--- config.mk ---
export PLATFORM = sky130hd
export DESIGN_NAME = lir_irq_router
export DESIGN_NICKNAME = d
export VERILOG_FILES = /design/src/rtl/lir_pkg.sv /design/src/rtl/lir_decode.sv /design/src/rtl/lir_regs.sv /design/src/rtl/lir_fanin.sv /design/src/rtl/lir_irq_router.sv
export SDC_FILE = /design/constraint.sdc
export NUM_CORES = 1
export LEC_CHECK = 0
export BUFFER_PORTS_ARGS = -buffer_cell sky130_fd_sc_hd__buf_4
export CORE_MARGIN = 2
export CORE_UTILIZATION = 32
export CTS_BUF_LIST = sky130_fd_sc_hd__clkbuf_8
export CTS_CLUSTER_DIAMETER = 40
export DETAILED_ROUTE_END_ITERATION = 7
export SLEW_MARGIN = 20
export SYNTH_ARGS = -nofsm -noshare
export SYNTH_HDL_FRONTEND = slang
export SYNTH_SLANG_ARGS = --single-unit
--- constraint.sdc ---
create_clock -name clk -period 5.5 [get_ports clk]
set_input_delay 1.1 -clock clk [delete_from_list [all_inputs] [get_ports clk]]
set_output_delay 1.1 -clock clk [all_outputs]
set_load 0.02 [all_outputs]
--- src/rtl/lir_pkg.sv ---
package lir_pkg;
  localparam int unsigned N_IN     = 32;
  localparam int unsigned CODE_W   = 4;
  localparam int unsigned DATA_W   = 32;
  localparam int unsigned FPR      = DATA_W / CODE_W;       // fields per routing register
  localparam int unsigned N_RT_REG = N_IN / FPR;
  localparam int unsigned N_OUT    = (1 << CODE_W) - 1;
  localparam int unsigned RT_W     = (N_RT_REG > 1) ? $clog2(N_RT_REG) : 1;

  // word indices of the register map
  localparam int unsigned WIDX_MASK = 0;
  localparam int unsigned WIDX_STAT = 1;
  localparam int unsigned WIDX_RT0  = 2;

  typedef enum logic [1:0] {
    SEL_NONE = 2'd0,
    SEL_MASK = 2'd1,
    SEL_STAT = 2'd2,
    SEL_RT   = 2'd3
  } sel_e;

  typedef logic [N_IN-1:0][CODE_W-1:0] route_t;
endpackage

--- src/rtl/lir_decode.sv ---
module lir_decode
  import lir_pkg::*;
#(
  parameter int unsigned ADDR_W = 8
) (
  input  logic [ADDR_W-1:0] addr,
  output sel_e              sel,
  output logic [RT_W-1:0]   rt_idx
);
  localparam int unsigned WORD_W = ADDR_W - 2;

  logic [WORD_W-1:0] word;
  logic [1:0]        unused_lo;

  assign word      = addr[ADDR_W-1:2];
  assign unused_lo = addr[1:0];

  always_comb begin
    sel    = SEL_NONE;
    rt_idx = '0;
    if (word == WORD_W'(WIDX_MASK)) begin
      sel = SEL_MASK;
    end else if (word == WORD_W'(WIDX_STAT)) begin
      sel = SEL_STAT;
    end else if (word >= WORD_W'(WIDX_RT0) && word < WORD_W'(WIDX_RT0 + N_RT_REG)) begin
      sel    = SEL_RT;
      rt_idx = RT_W'(word - WORD_W'(WIDX_RT0));
    end
  end
endmodule

--- src/rtl/lir_regs.sv ---
module lir_regs
  import lir_pkg::*;
(
  input  logic              clk,
  input  logic              rst_n,
  input  logic              wr_en,
  input  logic [DATA_W-1:0] wdata,
  input  sel_e              sel,
  input  logic [RT_W-1:0]   rt_idx,
  input  logic [N_IN-1:0]   irq_in,
  output logic [N_IN-1:0]   mask_q,
  output logic [N_IN-1:0]   stat_q,
  output route_t            route_q,
  output logic [DATA_W-1:0] rdata
);
  logic [N_RT_REG-1:0][DATA_W-1:0] rt_view;

  always_ff @(posedge clk) begin
    if (!rst_n) begin
      mask_q <= '0;
      stat_q <= '0;
    end else begin
      stat_q <= irq_in;
      if (wr_en && sel == SEL_MASK) mask_q <= wdata[N_IN-1:0];
    end
  end

  // routing codes: reversed register order, nibble position = n mod FPR
  for (genvar n = 0; n < N_IN; n++) begin : g_code
    localparam int unsigned RIDX = N_RT_REG - 1 - n / FPR;
    localparam int unsigned FOFS = (n % FPR) * CODE_W;
    logic [CODE_W-1:0] code_q;

    always_ff @(posedge clk) begin
      if (!rst_n) begin
        code_q <= '0;
      end else if (wr_en && sel == SEL_RT && rt_idx == RT_W'(RIDX)) begin
        code_q <= wdata[FOFS +: CODE_W];
      end
    end

    assign route_q[n]                  = code_q;
    assign rt_view[RIDX][FOFS +: CODE_W] = code_q;
  end

  always_comb begin
    unique case (sel)
      SEL_MASK: rdata = DATA_W'(mask_q);
      SEL_STAT: rdata = DATA_W'(stat_q);
      SEL_RT:   rdata = rt_view[rt_idx];
      default:  rdata = '0;
    endcase
  end
endmodule

--- src/rtl/lir_fanin.sv ---
module lir_fanin
  import lir_pkg::*;
(
  input  logic [N_IN-1:0]  mask_q,
  input  logic [N_IN-1:0]  stat_q,
  input  route_t           route_q,
  output logic [N_OUT-1:0] irq_out
);
  logic [N_IN-1:0] live;
  assign live = mask_q & stat_q;

  for (genvar k = 0; k < N_OUT; k++) begin : g_line
    logic hit;
    always_comb begin
      hit = 1'b0;
      for (int n = 0; n < N_IN; n++) begin
        hit = hit | (live[n] & (route_q[n] == CODE_W'(k + 1)));
      end
    end
    assign irq_out[k] = hit;
  end
endmodule

--- src/rtl/lir_irq_router.sv ---
module lir_irq_router
  import lir_pkg::*;
#(
  parameter int unsigned ADDR_W = 8
) (
  input  logic              clk,
  input  logic              rst_n,
  input  logic              reg_wr,
  input  logic [ADDR_W-1:0] reg_addr,
  input  logic [DATA_W-1:0] reg_wdata,
  output logic [DATA_W-1:0] reg_rdata,
  input  logic [N_IN-1:0]   irq_in,
  output logic [N_OUT-1:0]  irq_out
);
  sel_e            sel;
  logic [RT_W-1:0] rt_idx;
  logic [N_IN-1:0] mask_q;
  logic [N_IN-1:0] stat_q;
  route_t          route_q;

  lir_decode #(.ADDR_W(ADDR_W)) u_decode (
    .addr   (reg_addr),
    .sel    (sel),
    .rt_idx (rt_idx)
  );

  lir_regs u_regs (
    .clk     (clk),
    .rst_n   (rst_n),
    .wr_en   (reg_wr),
    .wdata   (reg_wdata),
    .sel     (sel),
    .rt_idx  (rt_idx),
    .irq_in  (irq_in),
    .mask_q  (mask_q),
    .stat_q  (stat_q),
    .route_q (route_q),
    .rdata   (reg_rdata)
  );

  lir_fanin u_fanin (
    .mask_q  (mask_q),
    .stat_q  (stat_q),
    .route_q (route_q),
    .irq_out (irq_out)
  );
endmodule

; ---- After elaboration in Yosys (flattened, before gate mapping)
; Index checks and enable logic that the tools add are counted.
[classes]
order_cmp = 3
muxes = 9
bitwise_logic = 946
n_reduce_logical = 9
add_sub_neg = 1
n_eq_ne = 487
[ops]
columns = cell, n
row1 = "== test 4 bit, second input constant", 256
row2 = "== test 4 x 3 -> 1 bit, second input constant", 128
row3 = bitwise AND 1 bit, 480
row4 = OR 1 bit, 465
row5 = "== test 4 x 2 -> 1 bit, second input constant", 64
row6 = "== test 4 x 1 -> 1 bit, second input constant", 32
row7 = one-hot mux 32 bit (3 select lines), 1
row8 = binary-select mux 32 bit (select 2 bit), 1
row9 = bitwise AND 32 bit, 1
row10 = two-way mux 32 bit, 1
row11 = two-way mux 2 bit, 6
row12 = "== test 2 bit, second input constant", 4
row13 = logical AND 1 bit, 7
row14 = "== test 6 x 1 -> 1 bit, second input constant", 1
row15 = "greater-or-equal comparator 6 x 2 -> 1 bit, second input constant", 1
row16 = zero test 6 bit, 1
row17 = "less-than comparator 6 x 3 -> 1 bit, second input constant", 1
row18 = "== test 2 x 1 -> 1 bit, second input constant", 2
row19 = "less-than comparator 2 x 3 -> 1 bit, second input constant", 1
row20 = zero test 2 bit, 1
row21 = "subtractor 2 bit, second input constant", 1
[totals]
ff_bits = 192

; ---- Depth between registers and ports, before layout
[logic_depth]
ltp_word = 33
mapped_depth = 9
mapped_depth_nobuf = 5

; ---- Hierarchy
; From an unflattened synthesis, not the netlist that was laid out.
[unflattened]
cells_unflattened = 1581
hier_area_um2 = 12734.7
[by_module_without_submodules]
columns = module, n_inst, cells_per_inst, area_each_um2
row1 = lir_regs, 1, 848, 8281.7
row2 = lir_fanin, 1, 724, 4390.5
row3 = lir_decode, 1, 9, 62.6

; ---- Worst setup path before layout
; OpenSTA, ideal clock, no wires.
[synth_timing]
path_kind = input to output
from = input port reg_addr[7]
to = output port reg_rdata[0]
path_slack_ns = 1.465
path_stages = 7
required_time_ns = 4.400
path_buffers = 3
arrival_time_ns = 2.935
cell_sequence = or3_1 buf_2 nor4b_1 buf_2 buf_4 a221oi_1 a221oi_1
[synth_between]
elab_chain_len = 8
elab_cells_between_ends = 17
[synth_rtl]
columns = element, line_no
row1 = start: declaration, lir_irq_router.sv:9  ; input logic [ADDR_W-1:0] reg_addr,
row2 = greater-or-equal comparator 6 x 2 -> 1 bit or less-than comparator 6 x 3 -> 1 bit (tied branches), lir_decode.sv:25  ; end else if (word >= WORD_W'(WIDX_RT0) && word < WORD_W'(WIDX_RT0 + N_RT_REG)) begin
row3 = logical AND 1 bit, lir_decode.sv:25
row4 = two-way mux 2 bit, lir_decode.sv:25
row5 = two-way mux 2 bit, lir_decode.sv:23  ; end else if (word == WORD_W'(WIDX_STAT)) begin
row6 = two-way mux 2 bit, lir_decode.sv:21  ; if (word == WORD_W'(WIDX_MASK)) begin
row7 = binary-select mux 32 bit (select 2 bit), lir_regs.sv:50  ; SEL_RT: rdata = rt_view[rt_idx];
row8 = two-way mux 32 bit (not written as such), lir_regs.sv:50
row9 = one-hot mux 32 bit (3 select lines) *, lir_regs.sv:47  ; unique case (sel)
row10 = end: declaration, lir_irq_router.sv:11  ; output logic [DATA_W-1:0] reg_rdata,
; Mark *: on every way between the ends. The rest lies on a longest branch, timed or not. The select of a mux whose other input is x is not followed.

; ---- Final worst setup path
[layout_timing]
from = register u_regs.g_code[29].code_q[0]
to = output port irq_out[13]
[layout_between]
elab_chain_len = 5
[layout_rtl]
columns = element, line_no
row1 = start: declaration, lir_regs.sv:32  ; logic [CODE_W-1:0] code_q;
row2 = start signal: assignment, lir_regs.sv:38  ; code_q <= wdata[FOFS +: CODE_W];
row3 = == test 4 bit, lir_fanin.sv:17  ; hit = hit | (live[n] & (route_q[n] == CODE_W'(k + 1)));
row4 = bitwise AND 1 bit, lir_fanin.sv:17
row5 = OR 1 bit (3 in series), lir_fanin.sv:17
row6 = end: declaration, lir_irq_router.sv:13  ; output logic [N_OUT-1:0] irq_out
; No other way between the ends.

==> flow_summary.ini <==
[global_route]
grt.overflow.total = 0
grt_pass1_wl_um = 114000
antenna_found_initial = 7
met2_usage = 0.612
grt_max_degree = 127
grt.total_usage = 0.408
top_usage_layer = met2
met1_usage = 0.541
grt_pass1_vias = 14000
use_met3 = 0.124

[cts]
cts-htree-levels = 4
cts-root-buf = clkbuf_8
post_cts_buffers = 0
tritoncts = done
clkLatencyLatePin_ns = 0.58
cts.sinks = 192
numCtsBuffers = 17
cts_resized = 0
max-clock-path-buffers = 2
postCtsHoldBufs = 0
clkTransAtPathRegs_ns = 0.11

[synthesis]
ys.flop_type = dfxtp_1
yosys.area.top_type = dfxtp_1
synth_edf_count = 0
yosysTopAreaCellShare = 0.305
ys_types = 39
async_flop_share = 0
ys.warnings.count = 0
synth_nets = 1747
ys_seq_elements = 192
yosysSeqAreaShare = 0.305
synth_top_cells_by_area = dfxtp_1, nand2_1, nor4_1, o22ai_1, a21boi_0
synth_area_per_cell_um2 = 7.54
postSynthCellCount = 1672
syn_area_um2 = 12600

[place]
portBuffers = 119
post-place-cells = 2200
gp_congestion = 1.13
dpl.hpwl_um = 68200

[sta]
fin_crit_sh = 0.856
setup_tns_ns = 0
fin_worst_skew_ns = 0
setup_viol_count_final = 0
hold_viol = 0
tightest_slew_ns = 1.24
fin_crit_ns = 4.71
rsz0062_at_grt = no
max_slew_margin = 0.164
fmax_mhz = 213
maxSlewViolCount = 0

[detailed_routing]
wirelength_um = 84900
drtIter0Drc = 2426
drt-vias-per-instance = 6.88
route.antenna.remaining_nets = 0
num_vias = 15400
post_drt_wl_per_cell_um = 38.1
firstDrtPassIters = 6
drc = 0

[setup_path]
worstPathCellList = buf_4, nand2b_1, o22ai_1, nor4_1, and3_1, nand3_1, buf_4
critPathMostFrequentCell = buf_4
max_stage_delay_ns = 0.98
start_kind = flip-flop
worstReg2RegStart = u_regs.g_code[26].code_q[3]
path_delay_family = simple AND/OR/NAND/NOR gates
critical_path_arrival_ns = 3.61
end_kind = output port
required_ns = 4.40
crit_type = reg2out
worstSetupStartpoint = u_regs.g_code[29].code_q[0]
path_buf_inv = 2
crit_slowest_cell = nor4_1
worst-path-max-fanout = 8

[layout]
drive_gt1_frac = 0.118
final_cells = 2232
syn2layout_area_growth_pct = 12.4
antenna_cells = 0
fin_nets = 1776

[die]
design.portCount = 122
start_util = 0.325
core_area_um2 = 38700
die-area_um2 = 41000
chipHeight_um = 202
die_w_um = 202
rows = 72

[run_status]
status = finished, final reports clean

[min_path]
hp-class = reg2reg
min_from = u_regs.mask_q[30]

[pwr]
ir_drop_mv = 0.252
leakagePower_uw = 0.00417
p_per_area_nw_per_um2 = 183

[flow_run]
drv_cap = 0
## state kept, by name, summed over array words and instances, names as in the netlist
register,count
u_regs.g_code.code_q,128
u_regs.stat_q,32
u_regs.mask_q,32
## tightest hold or removal path, cell delays in order, from the launching register on
cell      delay (ns)
dfxtp_1         0.37
nand2_1         0.07
a21boi_1        0.05
## through the flow
stage	power [uW]	util	hold slack [ns]	worst slack, ns	area, um^2
2_1_floorplan	1550	-	0.480	1.46	12600
3_3_place_gp	1660	0.356	0.504	1.17	13800
3_5_place_dp	1660	0.356	0.511	1.11	13800
4_1_cts	2610	0.366	0.526	0.912	14200
5_1_grt	2680	0.366	0.559	0.915	14200
6_report	2590	0.366	0.526	0.794	14200
## power by group
| part | internal (uW) | switching [uW] | total (uW) | leakage, uW |
|---|---|---|---|---|
| Combinational | 82.6 | 105 | 188 | 0.00241 |
| Clock | 336 | 617 | 953 | 0.000199 |
| Sequential | 1410 | 43.6 | 1450 | 0.00156 |
## cell families after synthesis
group,share of synthesized area
buf+inv,0.0485
mux,0.0504
compound gates,0.214
flops,0.305
xor+xnor,0.000695
simple gates,0.382
## cell type report
class / count / area (um^2)
Multi-Input combinational cell: 1347 / 8180
Sequential cell: 192 / 3840
Tap cell: 518 / 648
Fill cell: 4143 / 24600
Timing Repair Buffer: 143 / 1100
Clock buffer: 17 / 234
Clock inverter: 15 / 155
## Yosys cell counts, drive strengths merged (18+ instances only)
library cell	number
nand2	393
dfxtp	192
a21boi	160
nor4	156
o22ai	142
nor3	103
clkbuf	89
nand2b	66
nand4b	63
buf	44
nand4	40
a221oi	36
and2	35
mux2i	32
nor2	21
a22oi	18
## routing by layer
metal	up-vias	wire length (um)
met5	-	85
met4	14	3880
met3	194	9970
met2	1194	36200
met1	7550	34800
li1	6401	-
## cell usage in the layout (no fill, tap or decap), types with 2 or more instances in the layout
master     count
nand4b_1      63
nor2b_1        4
nand2_1      391
nor4_1       156
and2_2         2
a21boi_0     113
clkbuf_8      17
or2_2          4
a21boi_1      47
a221oi_1      36
dfxtp_1      192
nor3_1       100
buf_12         2
o22ai_1      142
buf_4        141
inv_6          3
and2_1        33
mux2i_1       32
and3_1         8
nand2b_1      66
clkinv_8       3
nand4_1       40
o2bb2ai_1     14
nand3_1       12
and4_1         3
inv_1          2
inv_8          2
mux4_2        14
or4_1          5
nor2_1        21
nor3_2         2
clkinv_4       3
a22oi_1       18
nand2_2        2
or3_1          7
## path summary, 6_finish.rpt
path / endpoint / slack (ns) / cells after the start
hold reg to reg: u_regs.mask_q[30] / 0.53 / 2
setup reg to reg: u_regs.g_code[26].code_q[3] / 4.24 / 3
hold / removal: u_regs.mask_q[30] / 0.53 / 2
setup / recovery: irq_out[13] / 0.79 / 7
Power figures use the tool's default switching activity.
